**config.mk**
```make
export PLATFORM = sky130hd
export DESIGN_NAME = hw_ashift_merge
export DESIGN_NICKNAME = d
export VERILOG_FILES = /design/src/rtl/hw_ashift_pkg.sv /design/src/rtl/hw_half_pick.sv /design/src/rtl/hw_signed_shift.sv /design/src/rtl/hw_half_merge.sv /design/src/rtl/hw_ashift_merge.sv
export SDC_FILE = /design/constraint.sdc
export NUM_CORES = 1
export LEC_CHECK = 0
export CORE_ASPECT_RATIO = 0.7
export CORE_MARGIN = 5
export CORE_UTILIZATION = 49
export CTS_CLUSTER_DIAMETER = 200
export DETAILED_ROUTE_END_ITERATION = 6
export PLACE_DENSITY = 0.87
export SETUP_SLACK_MARGIN = 0.15
export SKIP_CTS_REPAIR_TIMING = 1
export SYNTH_ARGS = -nofsm -noshare
export SYNTH_HDL_FRONTEND = slang
export SYNTH_SLANG_ARGS = --single-unit
```
**constraint.sdc**
```tcl
create_clock -name clk -period 6.5 [get_ports clk]
set_input_delay 1.3 -clock clk [delete_from_list [all_inputs] [get_ports clk]]
set_output_delay 1.3 -clock clk [all_outputs]
set_load 0.05 [all_outputs]
```
**src/rtl/hw_ashift_pkg.sv**
```systemverilog
// Package: shared constants and types for the half-word shifter.
// Assumes the half width is a power of two.
package hw_ashift_pkg;
    localparam int HALF_W_DEF = 16;

    typedef enum logic {
        HALF_LO = 1'b0,
        HALF_HI = 1'b1
    } half_sel_e;
endpackage

```
**src/rtl/hw_half_pick.sv**
```systemverilog
// Selects one half of a word as the shift operand.
// Assumes the word is exactly two halves wide.
module hw_half_pick #(
    parameter int HALF_W = hw_ashift_pkg::HALF_W_DEF
) (
    input  logic [2*HALF_W-1:0] word_in,
    input  logic                hi_sel,
    output logic [HALF_W-1:0]   half_out
);
    import hw_ashift_pkg::*;

    // Purpose: multiplex the upper or lower half onto the operand bus.
    always_comb begin
        if (half_sel_e'(hi_sel) == HALF_HI) half_out = word_in[2*HALF_W-1:HALF_W];
        else                                half_out = word_in[HALF_W-1:0];
    end
endmodule

```
**src/rtl/hw_signed_shift.sv**
```systemverilog
// Arithmetic shift of a half-word by a signed count of the same width.
// A negative count shifts right with sign fill, a positive count shifts left
// with zero fill, and a magnitude of HALF_W or more saturates.
// Assumes HALF_W is a power of two.
module hw_signed_shift #(
    parameter int HALF_W = hw_ashift_pkg::HALF_W_DEF
) (
    input  logic [HALF_W-1:0] op,
    input  logic [HALF_W-1:0] cnt,
    output logic [HALF_W-1:0] res
);
    localparam int SHW = $clog2(HALF_W);

    logic              neg;
    logic              sgn;
    logic [HALF_W-1:0] mag;
    logic              big;
    logic [SHW-1:0]    amt;
    logic [HALF_W-1:0] rs [SHW+1];
    logic [HALF_W-1:0] ls [SHW+1];

    // Purpose: split the count into direction, magnitude and saturation flag.
    always_comb begin
        neg = cnt[HALF_W-1];
        sgn = op[HALF_W-1];
        mag = neg ? (~cnt + 1'b1) : cnt;
        big = |mag[HALF_W-1:SHW];
        amt = mag[SHW-1:0];
    end

    assign rs[0] = op;
    assign ls[0] = op;

    // Logarithmic barrel stages, one per bit of the shift amount.
    for (genvar k = 0; k < SHW; k++) begin : g_stage
        localparam int STEP = 1 << k;
        assign rs[k+1] = amt[k] ? {{STEP{sgn}}, rs[k][HALF_W-1:STEP]} : rs[k];
        assign ls[k+1] = amt[k] ? {ls[k][HALF_W-1-STEP:0], {STEP{1'b0}}} : ls[k];
    end

    // Purpose: choose the direction and apply saturation.
    always_comb begin
        if (neg) res = big ? {HALF_W{sgn}} : rs[SHW];
        else     res = big ? '0 : ls[SHW];
    end
endmodule

```
**src/rtl/hw_half_merge.sv**
```systemverilog
// Replaces one half of the old destination word with the shift result.
// Assumes the word is exactly two halves wide.
module hw_half_merge #(
    parameter int HALF_W = hw_ashift_pkg::HALF_W_DEF
) (
    input  logic [2*HALF_W-1:0] old_word,
    input  logic [HALF_W-1:0]   new_half,
    input  logic                hi_sel,
    output logic [2*HALF_W-1:0] merged
);
    import hw_ashift_pkg::*;

    // Purpose: keep the unselected half and insert the result into the other.
    always_comb begin
        if (half_sel_e'(hi_sel) == HALF_HI) merged = {new_half, old_word[HALF_W-1:0]};
        else                                merged = {old_word[2*HALF_W-1:HALF_W], new_half};
    end
endmodule

```
**src/rtl/hw_ashift_merge.sv**
```systemverilog
// Top level: picks an operand half, shifts it by the signed lower half of the
// count word, merges the result into one half of the old destination word, and
// registers it under write enable. Synchronous active-low reset clears it.
module hw_ashift_merge #(
    parameter int HALF_W = hw_ashift_pkg::HALF_W_DEF
) (
    input  logic                clk,
    input  logic                rst_n,
    input  logic                wr_en,
    input  logic [2*HALF_W-1:0] src_word,
    input  logic                src_hi_sel,
    input  logic [2*HALF_W-1:0] cnt_word,
    input  logic [2*HALF_W-1:0] dst_old,
    input  logic                dst_hi_sel,
    output logic [2*HALF_W-1:0] dst_word
);
    localparam int WORD_W = 2 * HALF_W;

    logic [HALF_W-1:0] operand;
    logic [HALF_W-1:0] shifted;
    logic [WORD_W-1:0] merged;

    hw_half_pick #(.HALF_W(HALF_W)) u_pick (
        .word_in  (src_word),
        .hi_sel   (src_hi_sel),
        .half_out (operand)
    );

    hw_signed_shift #(.HALF_W(HALF_W)) u_shift (
        .op  (operand),
        .cnt (cnt_word[HALF_W-1:0]),
        .res (shifted)
    );

    hw_half_merge #(.HALF_W(HALF_W)) u_merge (
        .old_word (dst_old),
        .new_half (shifted),
        .hi_sel   (dst_hi_sel),
        .merged   (merged)
    );

    // Purpose: destination register with reset and write enable.
    always_ff @(posedge clk) begin
        if (!rst_n)     dst_word <= '0;
        else if (wr_en) dst_word <= merged;
    end
endmodule

```
==> results.sh, run 1 <==
export IMPL_grt_pass1_wl_um=19900
export IMPL_power_density_nw_per_um2=167
export IMPL_arrival_ps=4780
export IMPL_wl_um=12400
export IMPL_startpoint_type="input port"
export IMPL_avgSynthCellArea_um2=8.53
export IMPL_first_pass_iters=5
export IMPL_die_area_um2=9190
export IMPL_ys_top_cells_by_area="mux4_2, dfxtp_1, mux2i_1"
export IMPL_post_place_cells=605
export IMPL_async_reset_ff_share_pct=0
export IMPL_ios=133
export IMPL_netlist_area_um2=3600
export IMPL_rows=26
export IMPL_die_x_um=112
export IMPL_vias_per_cell=6.60
export IMPL_yosys_area_top_type="mux4_2"
export IMPL_final_nets=616
export IMPL_cts_tree="yes"
export IMPL_worst_ep_required_time_ps=6660
export IMPL_antenna_found_initial=0
export IMPL_clock_path_buffers=2
export IMPL_drc=0
export IMPL_use_met1_pct=37.8
export IMPL_setup_viol=0
export IMPL_rsz0062_at_grt="no"
export IMPL_ys_types=63
export IMPL_coreArea_um2=7220
export IMPL_synth_top_cells_by_count="nor2_1, o21ai_0, dfxtp_1, mux4_2, clkbuf_1"
export IMPL_critPathMaxStageDelay_ps=1140
export IMPL_grt_start_max_net_pins=53
export IMPL_finalNonFillerCells=613
export IMPL_hpwl_um=9300
export IMPL_layout_min_cycle_time_ps=4620
export IMPL_grt_overflow=0
export IMPL_routedWlPerCell_um=20.3
export IMPL_use_met3_pct=5.96
export IMPL_syn_to_final_growth_pct=36.5
export IMPL_crit_slowest_cell="clkdlybuf4s50_1"
export IMPL_netlist_area_leader_share_pct=18.8
export IMPL_postRouteAntennaNets=0
export IMPL_max_vdd_ir_drop_mv=0.0988
export IMPL_cp_end_kind="flip-flop"
export IMPL_p_leak_nw=1.80
export IMPL_synth_seq_cells=32
export IMPL_worstSetupPathType="in2reg"
export IMPL_drive_gt1_share_pct=13.4
export IMPL_grt_pass1_vias=3822
export IMPL_die_h_um=81.7
export IMPL_grt_usage_pct=26.5
export IMPL_tightestPinTransition_ps=1120
export IMPL_synth_nets=524
export IMPL_place_port_buffers=116
export IMPL_clkLatencyLatePin_ps=280
export IMPL_drv_cap=0
export IMPL_skew_ps=0
export IMPL_path_buf_inv=2
export IMPL_synth_seq_area_share_pct=17.8
export IMPL_first_iter_violations=425
export IMPL_synthCells=422
export IMPL_synth_edff_count=0
export IMPL_largest_register="dst_word"
export IMPL_grt_met2_usage_pct=41.9
export IMPL_period_share_pct=71.1
export IMPL_routabilityCongestion=0.993
export IMPL_maxSlewViolCount=0
export IMPL_n_antenna_cell=0
export IMPL_cts_sinks=32
export IMPL_grt_busiest_layer="met2"
export IMPL_hold_viol_final=0
export IMPL_clk_pin_slew_ps=70
export IMPL_timing_fmax_ghz=0.216
export IMPL_largest_reg_flops=32
export IMPL_ys_warn_count=0
export IMPL_cpMostUsedCell="o21ai_0"
export IMPL_hold_path_class="reg2reg"
export IMPL_crit_family="buffers and inverters"
export IMPL_slew_headroom_pct=25.0
export IMPL_path_max_fanout=28
export IMPL_synthFlopType="dfxtp_1"
export IMPL_timing_critical_path_cells="clkdlybuf4s50_1 > nand2b_1 > xnor2_2 > buf_4 > nand2_1 > o221ai_1 > o32ai_1 > o21ai_0 > o21ai_0"
export IMPL_top_regs="dst_word (32)"
export IMPL_cts_buffers=5
export IMPL_num_vias=4048
export IMPL_outcome="completed"
export IMPL_start_util_pct=49.8
export IMPL_htree_levels=2
export IMPL_fin_tns_setup_ps=0
export IMPL_cts_root_buf="clkbuf_8"
[cell type report]
cell class / count / area, um2
fillers: 559 / 2310
clock inverters: 1 / 30.0
clock buffers: 7 / 96.3
multi-input cells: 344 / 2790
well taps: 98 / 123
inverters: 8 / 30.0
flip-flops and latches: 32 / 641
repair buffers: 123 / 1210
[cells by family (layout without fill, tap and decap cells)]
| group | after synthesis | in the layout | share of synthesized area [%] |
|---|---|---|---|
| muxes | 61 | 61 | 27.5 |
| DFF | 32 | 32 | 17.8 |
| xor gates and xnor gates | 5 | 5 | 1.22 |
| adders and majority gates | 1 | 1 | 0.348 |
| AOI/OAI and AO/OA | 139 | 139 | 26.3 |
| and+or+nand+nor | 138 | 138 | 21.7 |
| buffers and inverters | 46 | 139 | 5.11 |
[power by group]
group	internal, mW	total [mW]	leakage [nW]	switching [mW]
Clock	0.135	0.213	0.0645	0.0780
Combinational	0.169	0.390	1.47	0.221
Sequential	0.210	0.217	0.264	0.00692
[tightest hold or removal path, cell delays in order (launching register included)]
cell      delay, ps
dfxtp_1         310
o211ai_1        150
a31oi_1          40
[final timing paths]
check / from / endpoint / slack, ps / depth (start not counted)
setup reg to reg: dst_word[8] / dst_word[8] / 5640 / 3
hold reg to reg: dst_word[30] / dst_word[30] / 550 / 2
setup / recovery: cnt_word[15] / dst_word[22] / 1880 / 9
hold / removal: dst_word[30] / dst_word[30] / 550 / 2
[placed cells by master, fill, tap and decap left out, types with 3 or more instances in the layout]
cell             count
inv_1                8
nor4_1               3
clkdlybuf4s50_1    115
o21ai_0             36
nand2_1             27
o211ai_1             7
buf_4                7
mux4_2              30
nor4b_1              3
o221ai_1            13
mux2_2               4
or4_1                4
and3b_1             18
or3_1                6
nand3_1             11
dfxtp_1             32
xor2_1               3
nor3_1              10
o221a_2              3
a31oi_1             26
mux2i_1             26
clkbuf_8             7
a21oi_1             18
nor2_1              36
o31ai_1              6
nor2b_1              4
[per-stage QoR]
step | hold slack (ps) | power, mW | setup slack (ps) | util (%) | cell area [um2]
finish | 553 | 0.820 | 1880 | 68.0 | 4910
CTS | 555 | 0.813 | 1990 | 68.0 | 4910
floorplan | 770 | 0.462 | 2310 | - | 3600
detailed placement | 546 | 0.602 | 1700 | 66.3 | 4790
global placement | 538 | 0.595 | 1750 | 66.3 | 4790
global route | 608 | 0.860 | 1640 | 68.0 | 4910
[metal layers]
metal  part of all wire (%)  vias to the layer above
met5                      0                        -
met4                    1.2                        0
met3                    9.6                       14
met2                     45                      242
met1                     44                     1919
li1                       -                     1873
(Power assumes the default switching activity.)
==> run 2: changes to the inputs <==
--- a/config.mk
+++ b/config.mk
@@ -7,10 +7,10 @@
 export LEC_CHECK = 0
 export CORE_ASPECT_RATIO = 0.7
 export CORE_MARGIN = 5
-export CORE_UTILIZATION = 49
+export CORE_UTILIZATION = 41
 export CTS_CLUSTER_DIAMETER = 200
 export DETAILED_ROUTE_END_ITERATION = 6
-export PLACE_DENSITY = 0.87
+export PLACE_DENSITY = 0.78
 export SETUP_SLACK_MARGIN = 0.15
 export SKIP_CTS_REPAIR_TIMING = 1
 export SYNTH_ARGS = -nofsm -noshare
==> constraint.sdc (replaced) <==
create_clock -name clk -period 4 [get_ports clk]
set_input_delay 0.8 -clock clk [delete_from_list [all_inputs] [get_ports clk]]
set_output_delay 0.8 -clock clk [all_outputs]
set_load 0.05 [all_outputs]
==> results.sh, run 2 (same netlist as run 1, synthesis figures left out) <==
export IMPL_outcome="completed"
export IMPL_postRouteAntennaNets=0
export IMPL_place_port_buffers=116
export IMPL_routabilityCongestion=0.895
export IMPL_p_sw_share_pct=35.8
export IMPL_fin_tns_setup_ps=0
export IMPL_layout_commonest_cell="clkdlybuf4s50_1"
export IMPL_grt_usage_pct=22.9
export IMPL_drv_cap=0
export IMPL_htree_levels=2
export IMPL_start_util_pct=42.3
export IMPL_dpl_cell_area_um2=4890
export IMPL_cts_tree="yes"
export IMPL_setup_viol=0
export IMPL_coreArea_um2=8510
export IMPL_grt_start_max_net_pins=39
export IMPL_drive_gt1_share_pct=14.9
export IMPL_layout_min_cycle_time_ps=3630
export IMPL_tightestPinTransition_ps=1010
export IMPL_largest_reg_flops=32
export IMPL_design_area_um2=5070
export IMPL_hold_viol_final=0
export IMPL_grt_pass1_vias=3841
export IMPL_rsz0062_at_grt="no"
export IMPL_layout_common_cells="clkdlybuf4s50_1, nor2_1, o21ai_0"
export IMPL_finalNonFillerCells=643
export IMPL_startpoint_type="input port"
export IMPL_worst_slack_ps=367
export IMPL_whs_ps=555
export IMPL_num_vias=4025
export IMPL_post_place_cells=635
export IMPL_grt_overflow=0
export IMPL_cp_end_kind="flip-flop"
export IMPL_p_switching_mw=0.511
export IMPL_syn_to_final_growth_pct=40.9
export IMPL_die_area_um2=10800
export IMPL_max_vdd_ir_drop_mv=0.222
export IMPL_timing_fmax_ghz=0.275
export IMPL_worst_ep_required_time_ps=4140
export IMPL_n_antenna_cell=0
export IMPL_hold_path_class="reg2reg"
export IMPL_reg2reg_depth=3
export IMPL_arrival_ps=3780
export IMPL_skew_ps=0
export IMPL_post_place_ws_ps=27.0
export IMPL_first_pass_iters=5
export IMPL_p_leak_nw=1.86
export IMPL_clockPowerShare_pct=30.1
export IMPL_die_h_um=88.4
export IMPL_cts_root_buf="clkbuf_16"
export IMPL_top_regs="dst_word (32)"
export IMPL_vias_per_cell=6.26
export IMPL_period_share_pct=90.8
export IMPL_p_comb_share_pct=45.2
export IMPL_clkLatencyLatePin_ps=270
export IMPL_path_max_fanout=5
export IMPL_routedWlPerCell_um=19.6
export IMPL_die_x_um=122
export IMPL_cts_buffers=5
export IMPL_slew_headroom_pct=32.4
export IMPL_antenna_found_initial=0
export IMPL_power_density_nw_per_um2=282
export IMPL_largest_register="dst_word"
export IMPL_p_int_mw=0.916
export IMPL_drc=0
export IMPL_p_seq_share_pct=24.7
export IMPL_grt_pass1_wl_um=20000
export IMPL_clk_pin_slew_ps=50
export IMPL_wl_um=12600
export IMPL_min_path_cells=2
export IMPL_first_iter_violations=398
export IMPL_rows=28
export IMPL_ios=133
export IMPL_maxSlewViolCount=0
export IMPL_final_nets=624
export IMPL_cts_sinks=32
export IMPL_clock_path_buffers=2
export IMPL_worstSetupPathType="in2reg"
export IMPL_hpwl_um=9750
## run 2: changes by cell type in the layout (fill, tap and decap cells not counted), sizes merged
cell | before | now
buf | 8 | 16
clkbuf | 7 | 5
clkinv | 0 | 1
clkinvlp | 0 | 1
## run 2: power groups by stage
| stage | combinational (mW) | clock (mW) | sequential (mW) |
|---|---|---|---|
| 4_1_cts | 0.637 | 0.437 | 0.352 |
| 3_5_place_dp | 0.634 | 0 | 0.359 |
| 5_1_grt | 0.687 | 0.462 | 0.355 |
| 2_1_floorplan | 0.316 | 0 | 0.434 |
| 6_report | 0.645 | 0.430 | 0.352 |
| 3_3_place_gp | 0.627 | 0 | 0.358 |
## run 2: per-layer routing
metal	global-route usage [%]	vias to the layer above	share of wire, %	wire, um
met4	2.44	0	0.59	74
met2	35.8	179	44	5600
met5	0	-	0	0
met1	33.5	1953	46	5850
li1	-	1885	-	-
met3	5.37	8	8.7	1100
## run 2: final cells by class
| class | count | area, um2 |
|---|---|---|
| Multi-Input combinational cell | 344 | 2800 |
| Clock inverter | 3 | 42.5 |
| Fill cell | 767 | 3440 |
| Inverter | 8 | 30.0 |
| Tap cell | 120 | 150 |
| Clock buffer | 5 | 125 |
| Sequential cell | 32 | 641 |
| Timing Repair Buffer | 131 | 1280 |
## run 2: path summary, 6_finish.rpt
| path | slack (ps) | endpoint | startpoint |
|---|---|---|---|
| hold / removal | 550 | dst_word[2] | dst_word[2] |
| setup / recovery | 370 | dst_word[10] | cnt_word[0] |
| hold reg to reg | 550 | dst_word[2] | dst_word[2] |
| setup reg to reg | 3130 | dst_word[21] | dst_word[21] |
## run 2: worst max-delay path: stages
cell             delay [ps]
clkdlybuf4s50_1         420
inv_1                   130
ha_1                    220
or4b_2                  670
or4_1                   490
o31ai_4                 340
or4_4                   240
nor4_1                   60
a211oi_1                290
o21ai_0                 110
## run 2: per-stage QoR
stage	util [%]	power, mW
detailed placement	57.4	0.993
floorplan	-	0.750
finish	59.5	1.43
global placement	57.4	0.985
CTS	59.4	1.43
global route	59.5	1.50
==> run 3: changes to the inputs <==
==> constraint.sdc (replaced) <==
create_clock -name clk -period 4 [get_ports clk]
set_input_delay 0.8 -clock clk [delete_from_list [all_inputs] [get_ports clk]]
set_output_delay 0.8 -clock clk [all_outputs]
set_load 0.005 [all_outputs]
==> results of run 3 <==
Same layout as run 2 (identical final DEF). Status: completed.
Main changes from that run: total power 1.43 mW -> 1.35 mW; worst IR drop on VDD 0.222 mV -> 0.218 mV
